$ cat config.mk
export PLATFORM = sky130hd
export DESIGN_NAME = xb_unit
export DESIGN_NICKNAME = d
export VERILOG_FILES = /design/src/rtl/xb_pkg.sv /design/src/rtl/xb_capture.sv /design/src/rtl/xb_translate.sv /design/src/rtl/xb_outreg.sv /design/src/rtl/xb_unit.sv
export SDC_FILE = /design/constraint.sdc
export NUM_CORES = 1
export LEC_CHECK = 0
export BUFFER_PORTS_ARGS = -buffer_cell sky130_fd_sc_hd__buf_2
export CAP_MARGIN = 20
export CORE_MARGIN = 2
export CORE_UTILIZATION = 44
export CTS_BUF_LIST = sky130_fd_sc_hd__clkbuf_8
export DETAILED_ROUTE_END_ITERATION = 8
export PLACE_DENSITY = 0.81
export SETUP_SLACK_MARGIN = 0.05
export SLEW_MARGIN = 0
export SYNTH_ARGS = -nofsm -noshare
export SYNTH_HDL_FRONTEND = slang
export SYNTH_SLANG_ARGS = --single-unit
$ cat constraint.sdc
create_clock -name clk -period 1.79 [get_ports clk]
set_input_delay 0 -clock clk [delete_from_list [all_inputs] [get_ports clk]]
set_output_delay 0 -clock clk [all_outputs]
set_load 0.01 [all_outputs]
$ cat src/rtl/xb_pkg.sv
package xb_pkg;
  localparam int XB_AW = 16;
  localparam int XB_DW = 8;
  localparam int XB_BW = 4;

  typedef logic [XB_AW-1:0] addr_t;

  typedef struct packed {
    logic             valid;
    logic             sys;
    logic             lin;
    logic [XB_BW-1:0] bank;
    addr_t            off;
  } xlate_t;

  localparam xlate_t XLATE_NONE = '0;

  // Boundaries of the remapped layout
  localparam addr_t HOLE_LO  = addr_t'(16'hFFD0);
  localparam addr_t HOLE_HI  = addr_t'(16'hFFEF);
  localparam addr_t HOLE_MSK = addr_t'(16'h7FFF);
  localparam addr_t LOW_TOP  = addr_t'(16'h2000);
  localparam addr_t MID_TOP  = addr_t'(16'h9FFF);
  localparam addr_t LOW_SUB  = addr_t'(16'h2000);
  localparam addr_t HIGH_SUB = addr_t'(16'h8000);

  function automatic logic in_window(addr_t a, addr_t lo, addr_t hi);
    return (a >= lo) && (a <= hi);
  endfunction

  // Plain extended bank: offset passes through unchanged
  function automatic xlate_t map_plain(addr_t a, logic [XB_BW-1:0] bnk);
    xlate_t r;
    r       = XLATE_NONE;
    r.valid = 1'b1;
    r.bank  = bnk;
    r.off   = a;
    return r;
  endfunction

  // Remapped layout of the special bank
  function automatic xlate_t map_special(addr_t a, logic [XB_BW-1:0] bnk);
    xlate_t r;
    r       = XLATE_NONE;
    r.valid = 1'b1;
    r.bank  = bnk;
    if (in_window(a, HOLE_LO, HOLE_HI)) begin
      r.sys = 1'b1;
      r.off = a & HOLE_MSK;
    end else if (a < LOW_TOP) begin
      r.sys = 1'b1;
      r.off = a - LOW_SUB;
    end else if (a > MID_TOP) begin
      r.sys = 1'b1;
      r.off = a - HIGH_SUB;
    end else begin
      r.lin = 1'b1;
      r.off = a - LOW_SUB;
    end
    return r;
  endfunction
endpackage

$ cat src/rtl/xb_capture.sv
module xb_capture
  import xb_pkg::*;
#(
  parameter logic [XB_DW-1:0] ZP_LO     = 8'h18,
  parameter logic [XB_DW-1:0] ZP_HI     = 8'h1F,
  parameter logic [XB_DW-1:0] KEEP_MASK = 8'h8F,
  parameter int               PAGE_W    = 8
) (
  input  logic             clk,
  input  logic             rst_n,
  input  logic             cpu_rd,
  input  logic             cpu_sync,
  input  addr_t            cpu_addr,
  input  logic [XB_DW-1:0] zp_reg,
  input  logic [XB_DW-1:0] xbyte_data,
  output logic [XB_DW-1:0] bank_q,
  output logic [XB_DW-1:0] bank_eff,
  output logic             cap_fire
);
  localparam int HI_W = XB_AW - PAGE_W;

  logic zp_page;
  logic zp_in_range;

  assign zp_page     = (cpu_addr[XB_AW-1:PAGE_W] == '0);
  assign zp_in_range = (zp_reg >= ZP_LO) && (zp_reg <= ZP_HI);
  assign cap_fire    = cpu_rd && !cpu_sync && zp_page && zp_in_range;

  always_ff @(posedge clk or negedge rst_n) begin
    if (!rst_n) begin
      bank_q <= '0;
    end else if (cpu_sync) begin
      bank_q <= '0;
    end else if (cap_fire) begin
      bank_q <= xbyte_data & KEEP_MASK;
    end
  end

  // An opcode fetch sees the bank already cleared
  assign bank_eff = cpu_sync ? '0 : bank_q;

  if (HI_W <= 0) begin : g_bad_page
    initial $error("xb_capture: PAGE_W must be below the address width");
  end
endmodule

$ cat src/rtl/xb_translate.sv
module xb_translate
  import xb_pkg::*;
#(
  parameter logic [XB_BW-1:0] SPECIAL_BANK = 4'hF,
  parameter bit               HAS_SPECIAL  = 1'b1,
  parameter int               PAGE_W       = 8
) (
  input  logic             access,
  input  logic             bank_on,
  input  logic [XB_BW-1:0] bank_num,
  input  addr_t            cpu_addr,
  output logic             ext_hit,
  output xlate_t           result
);
  logic above_zp;
  logic is_special;

  assign above_zp = (cpu_addr[XB_AW-1:PAGE_W] != '0);
  assign ext_hit  = access && bank_on && above_zp;

  if (HAS_SPECIAL) begin : g_special
    assign is_special = (bank_num == SPECIAL_BANK);
  end else begin : g_no_special
    assign is_special = 1'b0;
  end

  always_comb begin
    if (!ext_hit) begin
      result = XLATE_NONE;
    end else if (is_special) begin
      result = map_special(cpu_addr, bank_num);
    end else begin
      result = map_plain(cpu_addr, bank_num);
    end
  end
endmodule

$ cat src/rtl/xb_outreg.sv
module xb_outreg
  import xb_pkg::*;
(
  input  logic   clk,
  input  logic   rst_n,
  input  xlate_t d,
  output xlate_t q
);
  always_ff @(posedge clk or negedge rst_n) begin
    if (!rst_n) begin
      q <= XLATE_NONE;
    end else begin
      q <= d;
    end
  end
endmodule

$ cat src/rtl/xb_unit.sv
module xb_unit
  import xb_pkg::*;
#(
  parameter logic [XB_DW-1:0] ZP_LO        = 8'h18,
  parameter logic [XB_DW-1:0] ZP_HI        = 8'h1F,
  parameter logic [XB_DW-1:0] KEEP_MASK    = 8'h8F,
  parameter logic [XB_AW-1:0] SHADOW_XOR   = 16'h0C00,
  parameter logic [XB_BW-1:0] SPECIAL_BANK = 4'hF
) (
  input  logic        clk,
  input  logic        rst_n,
  input  logic [15:0] cpu_addr,
  input  logic        cpu_rd,
  input  logic        cpu_wr,
  input  logic        cpu_sync,
  input  logic [7:0]  zp_reg,
  input  logic [7:0]  xbyte_data,
  output logic [15:0] xbyte_addr,
  output logic        ext_valid,
  output logic        ext_sys,
  output logic        ext_lin,
  output logic [3:0]  ext_bank,
  output logic [15:0] ext_off
);
  localparam int PAGE_W = XB_AW - XB_DW;
  localparam int TOP_BIT = XB_DW - 1;

  logic [XB_DW-1:0] bank_q;
  logic [XB_DW-1:0] bank_eff;
  logic             cap_fire;
  logic             ext_hit;
  logic             access;
  xlate_t           xl_d;
  xlate_t           xl_q;

  assign access     = cpu_rd || cpu_wr;
  assign xbyte_addr = {zp_reg, {PAGE_W{1'b0}}} ^ SHADOW_XOR;

  xb_capture #(
    .ZP_LO    (ZP_LO),
    .ZP_HI    (ZP_HI),
    .KEEP_MASK(KEEP_MASK),
    .PAGE_W   (PAGE_W)
  ) u_capture (
    .clk       (clk),
    .rst_n     (rst_n),
    .cpu_rd    (cpu_rd),
    .cpu_sync  (cpu_sync),
    .cpu_addr  (cpu_addr),
    .zp_reg    (zp_reg),
    .xbyte_data(xbyte_data),
    .bank_q    (bank_q),
    .bank_eff  (bank_eff),
    .cap_fire  (cap_fire)
  );

  xb_translate #(
    .SPECIAL_BANK(SPECIAL_BANK),
    .HAS_SPECIAL (1'b1),
    .PAGE_W      (PAGE_W)
  ) u_translate (
    .access  (access),
    .bank_on (bank_eff[TOP_BIT]),
    .bank_num(bank_eff[XB_BW-1:0]),
    .cpu_addr(cpu_addr),
    .ext_hit (ext_hit),
    .result  (xl_d)
  );

  xb_outreg u_outreg (
    .clk  (clk),
    .rst_n(rst_n),
    .d    (xl_d),
    .q    (xl_q)
  );

  assign ext_valid = xl_q.valid;
  assign ext_sys   = xl_q.sys;
  assign ext_lin   = xl_q.lin;
  assign ext_bank  = xl_q.bank;
  assign ext_off   = xl_q.off;
endmodule

==> out/qor.yml, run 1 <==
synth_seq_cells: 28
first_global_vias: 939
place.gp.congestion: 0.752
final_cell_mix: "60 x buf_2, 28 x dfrtp_1, 19 x and2_1, 19 x dlygate4sd3_1, 9 x nand2b_1"
setup-tns-final_ns: 0
worst_slack_ns: 0.205
status: "finished, final reports clean"
grt_overflow_total: 0
required_ns: 1.98
synthFlopType: "dfrtp_1"
grt_pass1_wl_mm: 4.04
numCtsBuffers: 3
first_pass_iters: 3
p_leak_uw: 0.000954
fmax_mhz: 631
drc: 0
slew_headroom: 0.615
rsz0062_at_grt: "no"
clockPowerShare: 0.298
p_comb_frac: 0.120
antenna_cells: 0
fin_crit_ns: 1.58
ios: 76
synth_area_um2: 1290
worstPathArrival_ns: 1.77
tightest_slew_ns: 0.577
period_share: 0.885
postSynthCellCount: 107
wl_per_cell_um: 12.3
clock-skew-final_ns: 0.00236
rows: 19
synthDistinctLibCells: 26
post-place-ws_ns: 0.462
place.port_buffers: 60
fp.coreArea_um2: 2780
synth-edff-count: 0
area_growth_pct: 35.8
power_frac_seq: 0.583
cpMaxStageDelayCell: "dlygate4sd3_1"
drv_cap: 0
clkSinkCount: 28
cts_tree: "built"
final_nets: 219
path_clk_slew_ns: 0.08
viasPerCell: 4.59
switching_power_uw: 233
hold_class: "input pin to output port"
sw_frac_of_total: 0.215
crit_path_max_fanout: 5
antenna_left: 0
path_class: "input pin to flip-flop"
antenna_found_initial: 0
crit_family: "simple AND/OR/NAND/NOR gates"
synth_area_per_cell_um2: 12.1
worstPathCellList: "dlygate4sd3_1 > buf_2 > nor4_1 > and4_1 > mux2i_1"
yosysWarnings: 0
vias: 963
dieArea_um2: 3380
fillCellCount: 238
powerDensity_nw_per_um2: 619
die_h_um: 58.1
drive_gt1_frac: 0.385
cts_max_path_buffers: 2
synth-async-reset-ratio: 1.00
place_hpwl_mm: 1.81
intPower_uw: 852
grt_max_degree: 29
drt_iter0_drc: 9
drt_wl_total_mm: 2.57
ir_worst_vdd_uv: 545
post_cts_buffers: 0
end_kind: "flip-flop"
start_util: 0.464
finalSetupViolations: 0
crit_buf_inv: 2
layout_commonest_cell: "buf_2"
grtUsageTotal: 0.158
synth_seq_area_share: 0.543
crit_path_start_kind: "input pin"
hold_viol: 0
h-tree-depth: 1
cts-root-buf: "clkbuf_8"
worst_skew_pair.late_latency_ns: 0.26
slew_violations: 0
die_w_um: 58.1
cpPeakStageDelay_ns: 0.55
## sequential cells by signal (all words and copies together) (netlist names)
register          flops
u_outreg.q           23
u_capture.bank_q      5
## layout make-up
| cell class | instances | area, µm² | area share |
|---|---|---|---|
| clock buffer | 3 | 41.3 | 0.0236 |
| sequential | 28 | 701 | 0.400 |
| tap | 31 | 38.8 | 0.0221 |
| multi-input combinational | 64 | 458 | 0.261 |
| inverter | 4 | 15.0 | 0.00857 |
| timing repair buffer | 80 | 498 | 0.284 |
## cell usage after synthesis (2+ instances only)
library cell / n / area [µm²]
dfrtp_1: 28 / 701
o31ai_1: 3 / 22.5
mux2i_1: 5 / 50.1
inv_1: 4 / 15.0
buf_6: 3 / 33.8
buf_4: 14 / 105
nand2b_1: 9 / 56.3
nor3b_1: 2 / 15.0
and2_1: 19 / 119
nor2_1: 3 / 11.3
nor4b_1: 2 / 17.5
## path summary, 6_finish.rpt
| path | endpoint | slack, ns | cells after the start | startpoint |
|---|---|---|---|---|
| max | u_capture.bank_q[0] | 0.21 | 5 | cpu_addr[11] |
| min | xbyte_addr[9] | 0.000004 | 0 | zp_reg[1] |
| max reg2reg | u_outreg.q[13] | 0.45 | 3 | u_capture.bank_q[3] |
| min reg2reg | u_outreg.q[17] | 0.52 | 1 | u_capture.bank_q[1] |
| max in group asynchronous | u_capture.bank_q[3] | 1.14 | 2 | rst_n |
| min in group asynchronous | u_outreg.q[12] | 0.26 | 2 | rst_n |
## timing repair
action | 4_1_cts | 5_1_grt
hold endpoints to repair | 46 | 0
gates resized for setup | 0 | 0
endpoints found under the setup margin | 0 | 0
hold buffers | 19 | 0
## power by group through the flow
stage	clock network [µW]	logic (µW)	registers (µW)
after floorplan	0	63.6	645
after global placement	0	94.5	645
after detailed placement	0	97.4	645
after CTS	327	130	632
after global routing	356	143	632
final	323	130	632
## kinds of logic after synthesis
logic type                 after synthesis  share of synthesized area
DFF                                     28                      0.543
other                                    1                    0.00291
buffers and inverters                   22                      0.122
AOI/OAI and AO/OA                        8                     0.0650
muxes                                    5                     0.0388
and+or+nand+nor                         41                      0.211
adders and majority gates                1                    0.00970
xor gates and xnor gates                 1                    0.00679
## metal layers
metal,track usage,wire (µm),up-vias
met5,0,0,-
met4,0.0598,27,0
met3,0.0335,163,2
met2,0.291,1350,33
met1,0.176,1030,453
li1,-,-,475
## per-stage QoR
step | hold slack, ns | cells | total power, µW | utilization | area (µm²)
after floorplan | -0.296 | 114 | 708 | - | 1320
after global placement | 0.000119 | 188 | 739 | 0.547 | 1520
after detailed placement | 0.000119 | 188 | 742 | 0.547 | 1520
after CTS | 0.000119 | 210 | 1090 | 0.630 | 1750
after global routing | 0.0000194 | 210 | 1130 | 0.630 | 1750
final | 0.00000445 | 210 | 1080 | 0.630 | 1750
Note: power is estimated with default switching activity, not from simulation.
==> inputs of run 2 (changes only) <==
==> constraint.sdc (replaced) <==
create_clock -name clk -period 1.75 [get_ports clk]
set_input_delay 0 -clock clk [delete_from_list [all_inputs] [get_ports clk]]
set_output_delay 0 -clock clk [all_outputs]
set_load 0.01 [all_outputs]
==> run 2 against run 1 <==
Compared with the run above: clock skew hardly changed; via count is 1.0% higher; hold slack hardly changed; clock power is 22% higher; non-clock buffer count stayed put; final area is 0.79% higher; first-iteration DRC count is 22% higher; die area stayed put; register-to-register slack worse by 0.13 ns; routed wire length is 1.5% lower; power is 8.1% higher; critical endpoint unchanged; highest routed layer unchanged.
==> out/qor.yml, run 2 (synthesized netlist as in run 1, its figures left out) <==
holdWs_ns: 0.00000444  # was 0.00000445 ns
viasPerCell: 4.61  # was 4.59
end_kind: "flip-flop"  # unchanged
setup-tns-final_ns: 0  # unchanged
period_share: 0.893
reg_top3: "u_outreg.q: 23 flops, u_capture.bank_q: 5 flops"  # unchanged
post_cts_buffers: 0  # unchanged
crit_cells: 5  # unchanged
status: "finished, final reports clean"  # unchanged
dieArea_um2: 3380  # unchanged
antenna_left: 0  # unchanged
regMostFlops: "u_outreg.q"  # unchanged
dpl.cell_count: 188  # unchanged
hold_viol: 0  # unchanged
fin_crit_ns: 1.56
drt_iter0_drc: 11  # was 9
crit_path_start_kind: "input pin"  # unchanged
path_clk_slew_ns: 0.09  # was 0.08 ns
worst_skew_pair.late_latency_ns: 0.27  # was 0.26 ns
area_growth_pct: 36.9  # was 35.8%
ctsResizeCount: 0  # unchanged
rsz0062_at_grt: "no"  # unchanged
cpPeakStageDelay_ns: 0.52  # was 0.55 ns
path_class: "input pin to flip-flop"  # unchanged
fp.coreArea_um2: 2780  # unchanged
ios: 76  # unchanged
drv_cap: 0  # unchanged
ctsHoldBuffers: 19  # unchanged
rr_startpoint: "u_capture.bank_q[3]"  # unchanged
crit_end: "u_capture.bank_q[0]"  # unchanged
final_cells: 211  # was 210
final_nets: 219  # unchanged
cts-root-buf: "clkbuf_8"  # unchanged
required_ns: 1.95  # was 1.98 ns
final_cell_mix: "60 x buf_2, 28 x dfrtp_1, 19 x and2_1, 19 x dlygate4sd3_1, 9 x nand2b_1"  # unchanged
start_util: 0.464  # unchanged
drive_gt1_frac: 0.389  # was 0.385
place.port_buffers: 60  # unchanged
fillCellCount: 232  # was 238
place_hpwl_mm: 1.86  # was 1.81 mm
h-tree-depth: 1  # unchanged
powerDensity_nw_per_um2: 664  # was 619 nW/µm²
slew_violations: 0  # unchanged
first_pass_iters: 3  # unchanged
drt_wl_total_mm: 2.54  # was 2.57 mm
antenna_found_initial: 0  # unchanged
ir_worst_vdd_uv: 646  # was 545 µV
grt_max_degree: 29  # unchanged
antenna_cells: 0  # unchanged
largest_reg_flops: 23  # unchanged
place.gp.congestion: 0.753  # was 0.752
vias: 973  # was 963
die_w_um: 58.1  # unchanged
die_h_um: 58.1  # unchanged
wl_per_cell_um: 12.0  # was 12.3 µm
tightest_slew_ns: 0.584  # was 0.577 ns
fmax_mhz: 640
cp-startpoint: "cpu_addr[12]"  # was cpu_addr[11]
clock-skew-final_ns: 0.00228  # was 0.00236 ns
grtUsageTotal: 0.160  # was 0.158
slew_headroom: 0.611  # was 0.615
hold_class: "input pin to output port"  # unchanged
worstPathArrival_ns: 1.77  # about the same
cts_max_path_buffers: 2  # unchanged
cts_tree: "built"  # unchanged
crit_family: "simple AND/OR/NAND/NOR gates"  # unchanged
finalSetupViolations: 0  # unchanged
grt_pass1_wl_mm: 4.03  # was 4.04 mm
cpMaxStageDelayCell: "dlygate4sd3_1"  # unchanged
first_global_vias: 918  # was 939
reg2reg_depth: 3  # unchanged
layout_commonest_cell: "buf_2"  # unchanged
worstPathCellList: "dlygate4sd3_1 > buf_2 > nor4_1 > and4_1 > mux2i_1"  # unchanged
worstReg2RegEnd: "u_outreg.q[20]"  # was u_outreg.q[13]
finalPower_uw: 1170  # was 1080 µW
crit_buf_inv: 2  # unchanged
p_leak_uw: 0.000961  # was 0.000954 µW
numCtsBuffers: 3  # unchanged
reg2reg_slack_ns: 0.32  # was 0.45 ns
postLayoutCoreUtil: 0.635  # was 0.630
crit_path_max_fanout: 5  # unchanged
drc: 0  # unchanged
clkSinkCount: 28  # unchanged
grt_overflow_total: 0  # unchanged
rows: 19  # unchanged
[run 2: cell types whose count changed in the layout (fill, tap and decap cells not counted), sizes merged]
cell and change:
clkbuf +1
[run 2: per-stage QoR]
stage                     instance area, µm²  setup slack, ns
after floorplan                         1320            0.509
after global placement                  1520            0.438
after detailed placement                1520            0.407
after CTS                               1770            0.184
after global routing                    1770           0.0807
final                                   1770            0.187
[run 2: worst min-delay path by stage]
| stage | start | endpoint | slack [ns] | cells after the start |
|---|---|---|---|---|
| floorplan | rst_n | u_capture.bank_q[0] | -0.30 | 0 |
| global placement | zp_reg[1] | xbyte_addr[9] | 0.0001 | 0 |
| detailed placement | zp_reg[1] | xbyte_addr[9] | 0.0001 | 0 |
| CTS | zp_reg[1] | xbyte_addr[9] | 0.0001 | 0 |
| global route | zp_reg[1] | xbyte_addr[9] | 0.00002 | 0 |
| finish | zp_reg[1] | xbyte_addr[9] | 0.000004 | 0 |
[run 2: routing by layer]
metal / global-route usage / part of all wire / up-vias
li1: - / - / 477
met1: 0.167 / 0.39 / 452
met2: 0.292 / 0.53 / 38
met3: 0.0402 / 0.065 / 6
met4: 0.0831 / 0.021 / 0
met5: 0 / 0 / -
[run 2: cell type report]
type                            count  area [µm²]  area share
Inverter                            4        15.0     0.00850
Clock buffer                        4        55.1      0.0312
Timing Repair Buffer               80         498       0.282
Sequential cell                    28         701       0.397
Multi-Input combinational cell     64         458       0.259
Tap cell                           31        38.8      0.0220
[run 2: power by group]
part           total (µW)  internal [µW]  switching, µW
Sequential            646            646        0.00539
Clock                 394            201            193
Combinational         132           70.7           61.1
